## src/rtl/gpio_port_pkg.sv

```systemverilog
`timescale 1ns/1ps
package gpio_port_pkg;
   localparam int unsigned BANK_W           = 32;
   localparam int unsigned FIRST_BANK_BYTE  = 'h10;
   localparam int unsigned BANK_STRIDE_BYTE = 'h28;
   localparam int unsigned WORDS_USED       = 5;

   // Word order inside a bank is part of the address map.
   typedef enum logic [2:0] {
      WSEL_DIR  = 3'd0,
      WSEL_OUT  = 3'd1,
      WSEL_SET  = 3'd2,
      WSEL_CLR  = 3'd3,
      WSEL_IN   = 3'd4,
      WSEL_NONE = 3'd7
   } wsel_e;
endpackage

```

## src/rtl/gpio_addr_decode.sv

```systemverilog
`timescale 1ns/1ps
module gpio_addr_decode
   import gpio_port_pkg::*;
#(
   parameter int unsigned NUM_BANKS = 2,
   parameter int unsigned ADDR_W    = 12
) (
   input  logic [ADDR_W-1:0]    addr,
   output logic [NUM_BANKS-1:0] bank_hit,
   output wsel_e                wsel
);
   localparam int unsigned WORD_W = ADDR_W - 2;

   logic [WORD_W-1:0]          word;
   logic                       aligned;
   logic [NUM_BANKS-1:0][2:0]  offs;

   assign word    = addr[ADDR_W-1:2];
   assign aligned = (addr[1:0] == 2'b00);

   for (genvar b = 0; b < NUM_BANKS; b++) begin : g_bank
      localparam int unsigned BASE_WORD =
         (FIRST_BANK_BYTE / 4) + b * (BANK_STRIDE_BYTE / 4);
      logic [WORD_W:0] rel;
      logic            above;
      assign rel   = {1'b0, word} - (WORD_W+1)'(BASE_WORD);
      assign above = ({1'b0, word} >= (WORD_W+1)'(BASE_WORD));
      assign bank_hit[b] = aligned && above && (rel < (WORD_W+1)'(WORDS_USED));
      assign offs[b]     = rel[2:0];
   end

   always_comb begin
      wsel = WSEL_NONE;
      for (int b = 0; b < NUM_BANKS; b++) begin
         if (bank_hit[b]) wsel = wsel_e'(offs[b]);
      end
   end
endmodule

```

## src/rtl/gpio_pin_sync.sv

```systemverilog
`timescale 1ns/1ps
module gpio_pin_sync #(
   parameter int unsigned WIDTH  = 64,
   parameter int unsigned STAGES = 2
) (
   input  logic             clk,
   input  logic             rst_n,
   input  logic [WIDTH-1:0] d,
   output logic [WIDTH-1:0] q
);
   logic [STAGES-1:0][WIDTH-1:0] chain;

   always_ff @(posedge clk or negedge rst_n) begin
      if (!rst_n) chain[0] <= '0;
      else        chain[0] <= d;
   end

   for (genvar s = 1; s < STAGES; s++) begin : g_stage
      always_ff @(posedge clk or negedge rst_n) begin
         if (!rst_n) chain[s] <= '0;
         else        chain[s] <= chain[s-1];
      end
   end

   assign q = chain[STAGES-1];
endmodule

```

## src/rtl/gpio_bank_regs.sv

```systemverilog
`timescale 1ns/1ps
module gpio_bank_regs
   import gpio_port_pkg::*;
#(
   parameter int unsigned WIDTH = BANK_W
) (
   input  logic             clk,
   input  logic             rst_n,
   input  logic             wr_en,
   input  wsel_e            wsel,
   input  logic [WIDTH-1:0] wdata,
   output logic [WIDTH-1:0] dir_q,
   output logic [WIDTH-1:0] out_q
);
   always_ff @(posedge clk or negedge rst_n) begin
      if (!rst_n) begin
         dir_q <= '1;
         out_q <= '0;
      end else if (wr_en) begin
         case (wsel)
            WSEL_DIR: dir_q <= wdata;
            WSEL_OUT: out_q <= wdata;
            WSEL_SET: out_q <= out_q | wdata;
            WSEL_CLR: out_q <= out_q & ~wdata;
            default:  ;
         endcase
      end
   end
endmodule

```

## src/rtl/gpio_bank_port.sv

```systemverilog
`timescale 1ns/1ps
module gpio_bank_port
   import gpio_port_pkg::*;
#(
   parameter int unsigned NUM_BANKS   = 2,
   parameter int unsigned ADDR_W      = 12,
   parameter int unsigned SYNC_STAGES = 2,
   localparam int unsigned NUM_PINS   = NUM_BANKS * BANK_W
) (
   input  logic                clk,
   input  logic                rst_n,
   input  logic [ADDR_W-1:0]   bus_addr,
   input  logic                bus_we,
   input  logic [BANK_W-1:0]   bus_wdata,
   output logic [BANK_W-1:0]   bus_rdata,
   input  logic [NUM_PINS-1:0] pin_in,
   output logic [NUM_PINS-1:0] pin_out,
   output logic [NUM_PINS-1:0] pin_oe,
   output logic [NUM_PINS-1:0] pin_sync
);
   localparam longint unsigned MAP_END =
      FIRST_BANK_BYTE + longint'(BANK_STRIDE_BYTE) * NUM_BANKS;

   if (NUM_BANKS < 1) begin : g_bad_banks
      $error("gpio_bank_port: NUM_BANKS must be at least 1");
   end
   if (ADDR_W < 6 || ADDR_W > 31) begin : g_bad_addr_w
      $error("gpio_bank_port: ADDR_W out of range");
   end else if (MAP_END > (longint'(1) << ADDR_W)) begin : g_bad_map
      $error("gpio_bank_port: address map does not fit in ADDR_W");
   end
   if (SYNC_STAGES < 2) begin : g_bad_sync
      $error("gpio_bank_port: SYNC_STAGES must be at least 2");
   end

   logic [NUM_BANKS-1:0]             bank_hit;
   wsel_e                            wsel;
   logic [NUM_BANKS-1:0][BANK_W-1:0] dir_q;
   logic [NUM_BANKS-1:0][BANK_W-1:0] out_q;

   gpio_addr_decode #(
      .NUM_BANKS (NUM_BANKS),
      .ADDR_W    (ADDR_W)
   ) u_decode (
      .addr     (bus_addr),
      .bank_hit (bank_hit),
      .wsel     (wsel)
   );

   gpio_pin_sync #(
      .WIDTH  (NUM_PINS),
      .STAGES (SYNC_STAGES)
   ) u_sync (
      .clk   (clk),
      .rst_n (rst_n),
      .d     (pin_in),
      .q     (pin_sync)
   );

   for (genvar b = 0; b < NUM_BANKS; b++) begin : g_bank
      gpio_bank_regs #(
         .WIDTH (BANK_W)
      ) u_regs (
         .clk   (clk),
         .rst_n (rst_n),
         .wr_en (bus_we && bank_hit[b]),
         .wsel  (wsel),
         .wdata (bus_wdata),
         .dir_q (dir_q[b]),
         .out_q (out_q[b])
      );
      assign pin_out[b*BANK_W +: BANK_W] = out_q[b];
      assign pin_oe [b*BANK_W +: BANK_W] = ~dir_q[b];
   end

   always_comb begin
      bus_rdata = '0;
      for (int b = 0; b < NUM_BANKS; b++) begin
         if (bank_hit[b]) begin
            case (wsel)
               WSEL_DIR:                     bus_rdata = dir_q[b];
               WSEL_OUT, WSEL_SET, WSEL_CLR: bus_rdata = out_q[b];
               WSEL_IN:                      bus_rdata = pin_sync[b*BANK_W +: BANK_W];
               default:                      bus_rdata = '0;
            endcase
         end
      end
   end
endmodule

```

## config.mk

```make
export PLATFORM = sky130hd
export DESIGN_NAME = gpio_bank_port
export DESIGN_NICKNAME = d
export VERILOG_FILES = /design/src/rtl/gpio_port_pkg.sv /design/src/rtl/gpio_addr_decode.sv /design/src/rtl/gpio_pin_sync.sv /design/src/rtl/gpio_bank_regs.sv /design/src/rtl/gpio_bank_port.sv
export SDC_FILE = /design/constraint.sdc
export NUM_CORES = 1
export LEC_CHECK = 0
export ABC_AREA = 1
export BUFFER_PORTS_ARGS = -buffer_cell sky130_fd_sc_hd__buf_2
export CAP_MARGIN = 0
export CORE_MARGIN = 1.5
export CORE_UTILIZATION = 57
export DETAILED_ROUTE_END_ITERATION = 6
export PLACE_DENSITY = 0.86
export SYNTH_ARGS = -nofsm -noshare
export SYNTH_HDL_FRONTEND = slang
export SYNTH_SLANG_ARGS = --single-unit
```

## constraint.sdc

```tcl
create_clock -name clk -period 3.7 [get_ports clk]
set_input_delay 0.185 -clock clk [delete_from_list [all_inputs] [get_ports clk]]
set_output_delay 0.185 -clock clk [all_outputs]
set_load 0.03 [all_outputs]
```

# [Word level (Yosys, flattened, before mapping)]
# Cells that the tools add are included.
[op_classes] n_eq_ne=4 reduce_logical=14 bitwise_logic=7 add_sub_neg=2 muxes=8 order_cmp=4
[op_table] cell="$pmux W32 S3" n=4
[op_table] cell="$not A32 Y32" n=3
[op_table] cell="$and A32 B32 Y32" n=2
[op_table] cell="$mux W32" n=2
[op_table] cell="$or A32 B32 Y32" n=2
[op_table] cell="$lt A11 B3 Y1 const B" n=2
[op_table] cell="$sub A10 B3 Y11 const B" n=1
[op_table] cell="$sub A10 B4 Y11 const B" n=1
[op_table] cell="$ge A10 B3 Y1 const B" n=1
[op_table] cell="$ge A10 B4 Y1 const B" n=1
[op_table] cell="$reduce_and A2 Y1" n=4
[op_table] cell="$eq A3 B2 Y1 const B" n=2
[op_table] cell="$logic_and A1 B1 Y1" n=6
[op_table] cell="$mux W3" n=2
[op_table] cell="$eq A3 B1 Y1 const B" n=1
[op_table] cell="$eq A3 B3 Y1 const B" n=1
[op_table] cell="$logic_not A3 Y1" n=1
[op_table] cell="$reduce_bool A3 Y1" n=1
[op_table] cell="$reduce_or A3 Y1" n=1
[op_table] cell="$logic_not A2 Y1" n=1
[totals] ff_bits=256 input_bits=111 word_cells=45 out_inout_bits=224

# [Logic depth before layout (Yosys ltp)]
# Gate-level depths: netlist (run 1).
[depth] ltp_word=10 depth_mapped=18 depth_no_buf=17

# [Cells and area by module]
# A second synthesis (run 1) with hierarchy kept.
[unflattened] cells_unflattened=1399 hier_area_um2=12059.1
[modules_own_cells] module="gpio_bank_regs" seq_area_each_um2=1641.6 n_inst=2 cells_each=326 area_per_inst_um2=2862.7
[modules_own_cells] module="gpio_pin_sync" seq_area_each_um2=3203.1 n_inst=1 cells_each=192 area_per_inst_um2=3683.5
[modules_own_cells] module="gpio_bank_port" seq_area_each_um2=0.0 n_inst=1 cells_each=477 area_per_inst_um2=2204.6
[modules_own_cells] module="gpio_addr_decode" seq_area_each_um2=0.0 n_inst=1 cells_each=78 area_per_inst_um2=445.4

# [Worst setup path before layout (run 1)]
# OpenSTA, ideal clock, no wires.
[synth_timing] path_kind="input-to-output" startpoint="input bus_addr[3]" endpoint="output bus_rdata[10]" required_time_ns=3.515 path_buffers=2 slack_ns=1.305 cell_stages=14 arrival_ns=2.210 cell_sequence="ha_1 > nand2_1 > nand2_1 > o21ai_1 > nand2_1 > nor2_1 > nand2_2 > a21oi_4 > buf_2 > buf_2 > nand4_1 > nand3_1 > nand2_1 > nand2_1"
[synth_between] elab_chain_cells=10 elab_cells_between_ends=22 cone_classes="2 x add/sub; 4 x order compare; 4 x eq/ne; 6 x mux; 6 x reduce/logical"
[synth_lines] item="from (decl)" line_no="gpio_bank_port.sv:12" source="input logic [ADDR_W-1:0] bus_addr,"
[synth_lines] item="$sub A10 B3 Y11 or $ge A10 B3 Y1 (tied branches)" line_no="gpio_addr_decode.sv:26, gpio_addr_decode.sv:27"
[synth_lines] item="$lt A11 B3 Y1 or $logic_and A1 B1 Y1 (tied branches)" line_no="gpio_addr_decode.sv:28" source="assign bank_hit[b] = aligned && above && (rel < (WORD_W+1)'(WORDS_USED));"
[synth_lines] item="$logic_and A1 B1 Y1" line_no="gpio_addr_decode.sv:28"
[synth_lines] item="$mux W3 (2 in series)" line_no="gpio_addr_decode.sv:35" source="if (bank_hit[b]) wsel = wsel_e'(offs[b]);"
[synth_lines] item="$eq A3 B1 Y1 or $eq A3 B2 Y1 (tied branches)" line_no="gpio_bank_port.sv:80" source="case (wsel)"
[synth_lines] item="$reduce_or A3 Y1" line_no="gpio_bank_port.sv:80"
[synth_lines] item="$pmux W32 S3" line_no="gpio_bank_port.sv:80"
[synth_lines] item="$mux W32" line_no="gpio_bank_port.sv:79" source="if (bank_hit[b]) begin"
[synth_lines] item="$mux W32 *" line_no="gpio_bank_port.sv:79"
[synth_lines] item="to (decl)" line_no="gpio_bank_port.sv:15" source="output logic [BANK_W-1:0] bus_rdata,"
# Every way passes the cells marked *; elsewhere a longest branch is shown, timed or not.

# [Final worst setup path (run 1)]
[layout_timing] startpoint="input bus_addr[3]" endpoint="output bus_rdata[28]"
# Same word-level chain as after synthesis.

==> results of run 1 <==
==> what timing repair did <==
action / 4_1_cts / 5_1_grt
hold buffers: 97 / 0
setup buffers: 0 / 0
setup endpoints to repair: 0 / 0
hold endpoints to repair: 202 / 0
==> worst max path at each step <==
stage                start                   endpoint  slack, ps  depth (start not counted)
2_1_floorplan  bus_addr[3]              bus_rdata[10]       1300                         14
3_3_place_gp   bus_addr[3]              bus_rdata[31]        500                         17
3_5_place_dp   bus_addr[3]  g_bank[0].u_regs.dir_q[0]        430                         17
4_1_cts        bus_addr[3]               bus_rdata[5]        430                         15
5_1_grt        bus_addr[3]               bus_rdata[1]         80                         15
6_report       bus_addr[3]              bus_rdata[28]        200                         15
==> stage by stage <==
step | hold WS [ps] | power (W) | instances | area (sq um) | utilization, %
3_5_place_dp | 290 | 0.00330 | 1990 | 14000 | 64.5
6_report | 200 | 0.00616 | 2141 | 15900 | 73.3
5_1_grt | 222 | 0.00635 | 2140 | 15900 | 73.3
3_3_place_gp | 286 | 0.00329 | 1990 | 14000 | 64.5
2_1_floorplan | -111 | 0.00315 | 1510 | 12500 | -
4_1_cts | 171 | 0.00618 | 2140 | 15900 | 73.3
==> cells in the final DEF, fill, tap and decap left out, types with 29 or more instances in the layout <==
cell / netlist / layout
nand2_1: 406 / 405
nand3_1: 169 / 169
clkbuf_16: 0 / 29
dfrtp_1: 192 / 192
dfstp_2: 64 / 64
o21a_1: 44 / 44
dlygate4sd3_1: 0 / 97
o21ai_1: 74 / 74
buf_2: 62 / 333
nand4_1: 156 / 156
inv_1: 167 / 166
==> worst max-delay path, delay by kind of cell <==
| kind | cells | cell delay [ps] |
|---|---|---|
| compound gates | 1 | 190 |
| buf+inv | 3 | 850 |
| simple gates | 10 | 1560 |
| fa+ha+maj | 1 | 210 |
==> flip-flops by register name (all words and copies together), names as in the netlist <==
name / count
g_bank.u_regs.dir_q: 64
u_sync.q: 64
u_sync.chain: 64
g_bank.u_regs.out_q: 64
==> area by class of cell <==
cell class	count	area [sq um]	area share, %
multi-input combinational	916	4510	28.4
timing repair buffer	460	2950	18.5
clock inverter	11	115	0.724
inverter	175	657	4.13
sequential	256	6490	40.8
antenna	1	2.50	0.0157
clock buffer	42	825	5.19
tap	280	350	2.20
==> layer usage <==
layer | GRT usage (%) | vias to the layer above | routed length [um]
met5 | 0 | - | 0
met4 | 18.3 | 0 | 2220
met3 | 7.29 | 177 | 4250
met2 | 58.5 | 821 | 19800
met1 | 45.3 | 5843 | 15300
li1 | - | 5558 | -
==> cell families after synthesis <==
kind of cell | count (synthesis) | share of synthesized area, %
and+or+nand+nor | 779 | 28.7
AOI/OAI and AO/OA | 129 | 6.17
buffers and inverters | 338 | 12.7
DFF | 256 | 51.7
adders and majority gates | 6 | 0.599
xor gates and xnor gates | 2 | 0.140
==> power by group through the flow <==
stage	combinational, W	sequential (W)	clock, W
final	0.000434	0.00291	0.00282
after floorplan	0.000202	0.00294	0
after global placement	0.000340	0.00295	0
after global routing	0.000475	0.00291	0.00296
after CTS	0.000429	0.00291	0.00285
after detailed placement	0.000347	0.00295	0
==> flow_summary.yaml, run 1 <==
clocking:
  clkLatencyLatePin_ps: 540
  clkSinkCount: 256
  post_cts_resized: 0
  cts_root_buffer: "clkbuf_16"
  numCtsBuffers: 29
  cts_tree: "yes"
  clkSlewWorstSetupHoldPaths_ps: 60
  cts_max_level: 1
  cts.path.max_buffers: 3
global_route:
  antenna_found_initial: 0
  grt_pass1_vias: 11900
  overflow: 0
  grt_pass1_wl_um: 63600
  grt_max_degree: 212
  grt_usage_pct: 35.9
logic_synthesis:
  synth_warnings: 0
  synth.most_common_cell: "nand2_1"
  synth_edf_count: 0
  synth_top_cells_by_count: "nand2_1, dfrtp_1, nand3_1, inv_1, nand4_1"
  synth_area_leaders: "dfrtp_1, dfstp_2, nand2_1"
  synth_top_cell_area_share_pct: 38.3
  ys_types: 31
  synthArstFlopShare_pct: 100
  netlist_instances: 1510
  synth_top_area_cell: "dfrtp_1"
  avgSynthCellArea_sq_um: 8.30
  mappedNetlistNets: 1627
  ys.flop_type: "dfrtp_1"
  synth_seq_cells: 256
  yosysSeqAreaShare_pct: 51.7
  syn_area_sq_um: 12500
job:
  maxCapViolCount: 0
detailed_routing:
  drt_iter0_markers: 977
  drc_errors: 0
  drt_wl_total_um: 41500
  final_antenna_net_count: 0
  viasPerCell: 5.79
  wl_per_cell_um: 19.4
  num_vias: 12400
  dr.pass1.iters: 5
timing:
  finalSetupTns_ps: 0
  final_max_slew_viol_count: 0
  final_hold_viol_count: 0
  final.min_clock_period_ps: 3500
  tightest_slew_ps: 1060
  skew_ps: 5.14
  period_share_pct: 94.7
  max_slew_margin_pct: 29.6
  setup_ws_ps: 196
  rsz0062_at_grt: "no"
  max_freq_mhz: 285
  final-setup-viol-count: 0
critical_path:
  critPathLaunchType: "primary input"
  r2r-start: "g_bank[1].u_regs.out_q[30]"
  crit_fanout: 211
  end_kind: "primary output"
  slowest_stage: "buf_12"
  critPathKind: "in -> out"
  required_ps: 3510
  r2r_slack_ps: 2670
  r2r_cells: 3
  cp_data_arrival_time_ps: 3320
  max_stage_delay_ps: 510
  cp_common_cell: "nand2_1"
  r2r-end: "g_bank[1].u_regs.out_q[30]"
  cp_cell_sequence: "buf_2 -> ha_1 -> nand2_1 -> nand2_1 -> o21ai_1 -> nand2_1 -> nor2_1 -> nand3b_1 -> nand2_8 -> buf_12 -> nand3_1 -> nand3_1 -> nand2_1 -> nand2_1 -> buf_2"
pwr:
  irDropWorstVdd_mv: 0.372
  switchingPower_w: 0.00144
  pwr-share-clk_pct: 45.7
  internal-power_w: 0.00472
  cellLeakagePower_nw: 7.56
  seq_power_share_pct: 47.2
  switching_share_pct: 23.4
  pwr-share-comb_pct: 7.0
  powerDensity_nw_per_um2: 388
die:
  die_w_um: 151
  rows: 54
  initial_utilization_pct: 57.8
  die_y_um: 151
  core_area_sq_um: 21700
  dieArea_sq_um: 22900
  ios: 335
finish:
  syn2layout_area_growth_pct: 26.7
  nFillCells: 1530
  drive_gt1_share_pct: 26.9
  num-nets-final: 1955
placement:
  post-dp-hpwl_um: 25700
  port-buffer-count: 334
  place_congestion: 0.887
  post-place-ws_ps: 426
outcome:
  status: "complete, no violations"
min_path:
  hp-start: "bus_we"
  hold_end: "g_bank[1].u_regs.out_q[29]"
  min_path_type: "in -> reg"
  whs_path_depth: 4
Power figures use the tool's default switching activity.
==> run 2, diff against run 1 <==
--- a/config.mk
+++ b/config.mk
@@ -10,3 +10,2 @@
 export CAP_MARGIN = 0
-export CORE_MARGIN = 1.5
 export CORE_UTILIZATION = 57
==> constraint.sdc (replaced) <==
create_clock -name clk -period 3.7 [get_ports clk]
set_input_delay 0.37 -clock clk [delete_from_list [all_inputs] [get_ports clk]]
set_output_delay 0.37 -clock clk [all_outputs]
set_load 0.03 [all_outputs]
==> run 2 against run 1 <==
  * Die area decreased by 1.3%
  * First-iteration DRC count increased by 22%
  * Clock-buffer cell count decreased by 9
  * Routed wire length decreased by 4.5%
  * Sequential power about the same
  * Flip-flop and latch count unchanged
  * Combinational power decreased by 7.1%
  * Critical path depth increased by 3
  * Fmax decreased by 0.22%
  * Critical path type unchanged
  * Critical endpoint is now bus_rdata[9]
==> flow_summary.yaml, run 2 (synthesis gave the netlist of run 1 again) <==
global_route:
  met1_usage_pct: 45.4
  grt_max_degree: 112
  overflow: 0
  grt_pass1_wl_um: 61600
  grt-busiest-layer: "met2"
  grt_pass1_vias: 11700
  grt_usage_pct: 35.3
  antenna_found_initial: 1
  met3_usage_pct: 6.39
  grtUsageMet2_pct: 57.2
finish:
  final_common_cell: "nand2_1"
  finalNonFillerCells: 2104
  multi_input_area_sq_um: 4510
  final_cell_mix: "nand2_1, buf_2, dfrtp_1"
  nFillCells: 1476
  syn2layout_area_growth_pct: 24.1
  num-nets-final: 1924
  register_area_sq_um: 6490
  drive_gt1_share_pct: 27.5
timing:
  finalSetupTns_ps: 0
  final.min_clock_period_ps: 3510
  final_max_slew_viol_count: 0
  final_hold_viol_count: 0
  tightest_slew_ps: 750
  period_share_pct: 94.9
  max_freq_mhz: 285
  rsz0062_at_grt: "no"
  max_slew_margin_pct: 49.9
  skew_ps: 14.2
  final-setup-viol-count: 0
pwr:
  powerDensity_nw_per_um2: 384
  pwr-share-clk_pct: 44.5
  switchingPower_w: 0.00142
  switching_share_pct: 23.8
  pwr-share-comb_pct: 6.7
  internal-power_w: 0.00456
  seq_power_share_pct: 48.7
  cellLeakagePower_nw: 7.42
  irDropWorstVdd_mv: 0.409
die:
  die_y_um: 150
  ios: 335
  die_w_um: 150
  initial_utilization_pct: 58.9
  core_area_sq_um: 21300
  rows: 53
  dieArea_sq_um: 22600
min_path:
  min_path_type: "in -> reg"
placement:
  place_congestion: 0.916
  dp_cells: 1987
  post-dp-hpwl_um: 25800
  port-buffer-count: 334
critical_path:
  r2r_slack_ps: 2710
  r2r_cells: 3
  critPathLaunchType: "primary input"
  critPathKind: "in -> out"
  crit_path_end: "bus_rdata[9]"
  cp-startpoint: "bus_addr[3]"
  r2r-end: "g_bank[1].u_regs.out_q[30]"
  r2r-start: "g_bank[1].u_regs.out_q[30]"
  crit_fanout: 11
  end_kind: "primary output"
  cp_data_arrival_time_ps: 3140
  required_ps: 3330
clocking:
  clkLatencyLatePin_ps: 530
  cts_root_buffer: "clkbuf_16"
  numCtsBuffers: 27
  cts_max_level: 1
  clkSinkCount: 256
  cts_tree: "yes"
  cts.path.max_buffers: 3
  clkSlewWorstSetupHoldPaths_ps: 70
detailed_routing:
  viasPerCell: 5.77
  drt_wl_total_um: 39700
  wl_per_cell_um: 18.9
  drt_iter0_markers: 1196
  final_antenna_net_count: 0
  num_vias: 12100
  drc_errors: 0
  dr.pass1.iters: 5
outcome:
  status: "complete, no violations"
job:
  maxCapViolCount: 0
==> run 2: changes by cell type in the layout (fill, tap and decap cells not counted), sizes merged <==
cell,before,now
buf,363,366
clkbuf,42,33
clkinv,9,13
clkinvlp,1,3
diode,1,2
dlygate4sd3,97,65
inv,174,173
==> run 2: area by class of cell <==
class | count | share of cell area (%)
clock buffers | 33 | 4.68
flip-flops and latches | 256 | 41.7
diodes | 2 | 0.0322
inverters | 175 | 4.23
clock inverters | 16 | 0.909
repair buffers | 431 | 17.3
well taps | 275 | 2.21
multi-input cells | 916 | 29.0
==> run 2: what timing repair did <==
item                                   in CTS  in global routing
resized for setup                           0                  1
setup endpoints to repair                   0                  4
hold buffers                               65                  0
endpoints found under the hold margin     118                  0
setup buffers                               0                  1
==> run 2: worst min path at each step <==
stage / startpoint / endpoint / slack [ps] / cells after the start
6_report: bus_wdata[25] / g_bank[1].u_regs.dir_q[25] / 110 / 3
5_1_grt: bus_wdata[0] / g_bank[1].u_regs.dir_q[0] / 110 / 3
4_1_cts: bus_wdata[28] / g_bank[1].u_regs.dir_q[28] / 90 / 3
3_5_place_dp: u_sync.chain[24] / u_sync.q[24] / 330 / 0
3_3_place_gp: u_sync.chain[56] / u_sync.q[56] / 330 / 0
2_1_floorplan: rst_n / g_bank[0].u_regs.out_q[0] / 70 / 0
==> run 2: metal layers <==
| layer | routed length [um] | vias to the layer above |
|---|---|---|
| li1 | - | 5477 |
| met1 | 14800 | 5740 |
| met2 | 18800 | 762 |
| met3 | 3800 | 162 |
| met4 | 2240 | 0 |
| met5 | 0 | - |
==> run 2: metrics by stage <==
step | hold WS, ps | total power [W] | setup slack, ps | instance area [sq um] | utilization [%]
after global placement | 332 | 0.00330 | 276 | 14000 | 65.9
after floorplan | 74.4 | 0.00315 | 935 | 12500 | -
after global routing | 112 | 0.00617 | 15.9 | 15600 | 73.1
after detailed placement | 335 | 0.00331 | 150 | 14000 | 65.9
final | 112 | 0.00598 | 188 | 15600 | 73.1
after CTS | 93.5 | 0.00600 | 146 | 15500 | 73.0
==> run 2: critical path, cell delays in order <==
cell	delay (ps)
buf_2	140
ha_1	210
nand2_1	170
nand2_1	120
o21ai_1	190
nand2_1	70
nor2_1	190
nand2_2	160
nand3_1	210
nand2_8	100
clkinv_2	220
buf_4	250
buf_4	160
nand4_1	100
nand3_1	110
nand2_1	70
nand2_1	90
buf_2	190
==> run 2: power groups by stage <==
stage	combinational (W)	clock [W]	sequential [W]
finish	0.000403	0.00266	0.00291
global route	0.000442	0.00281	0.00292
floorplan	0.000202	0	0.00294
detailed placement	0.000345	0	0.00296
global placement	0.000337	0	0.00296
CTS	0.000400	0.00268	0.00291
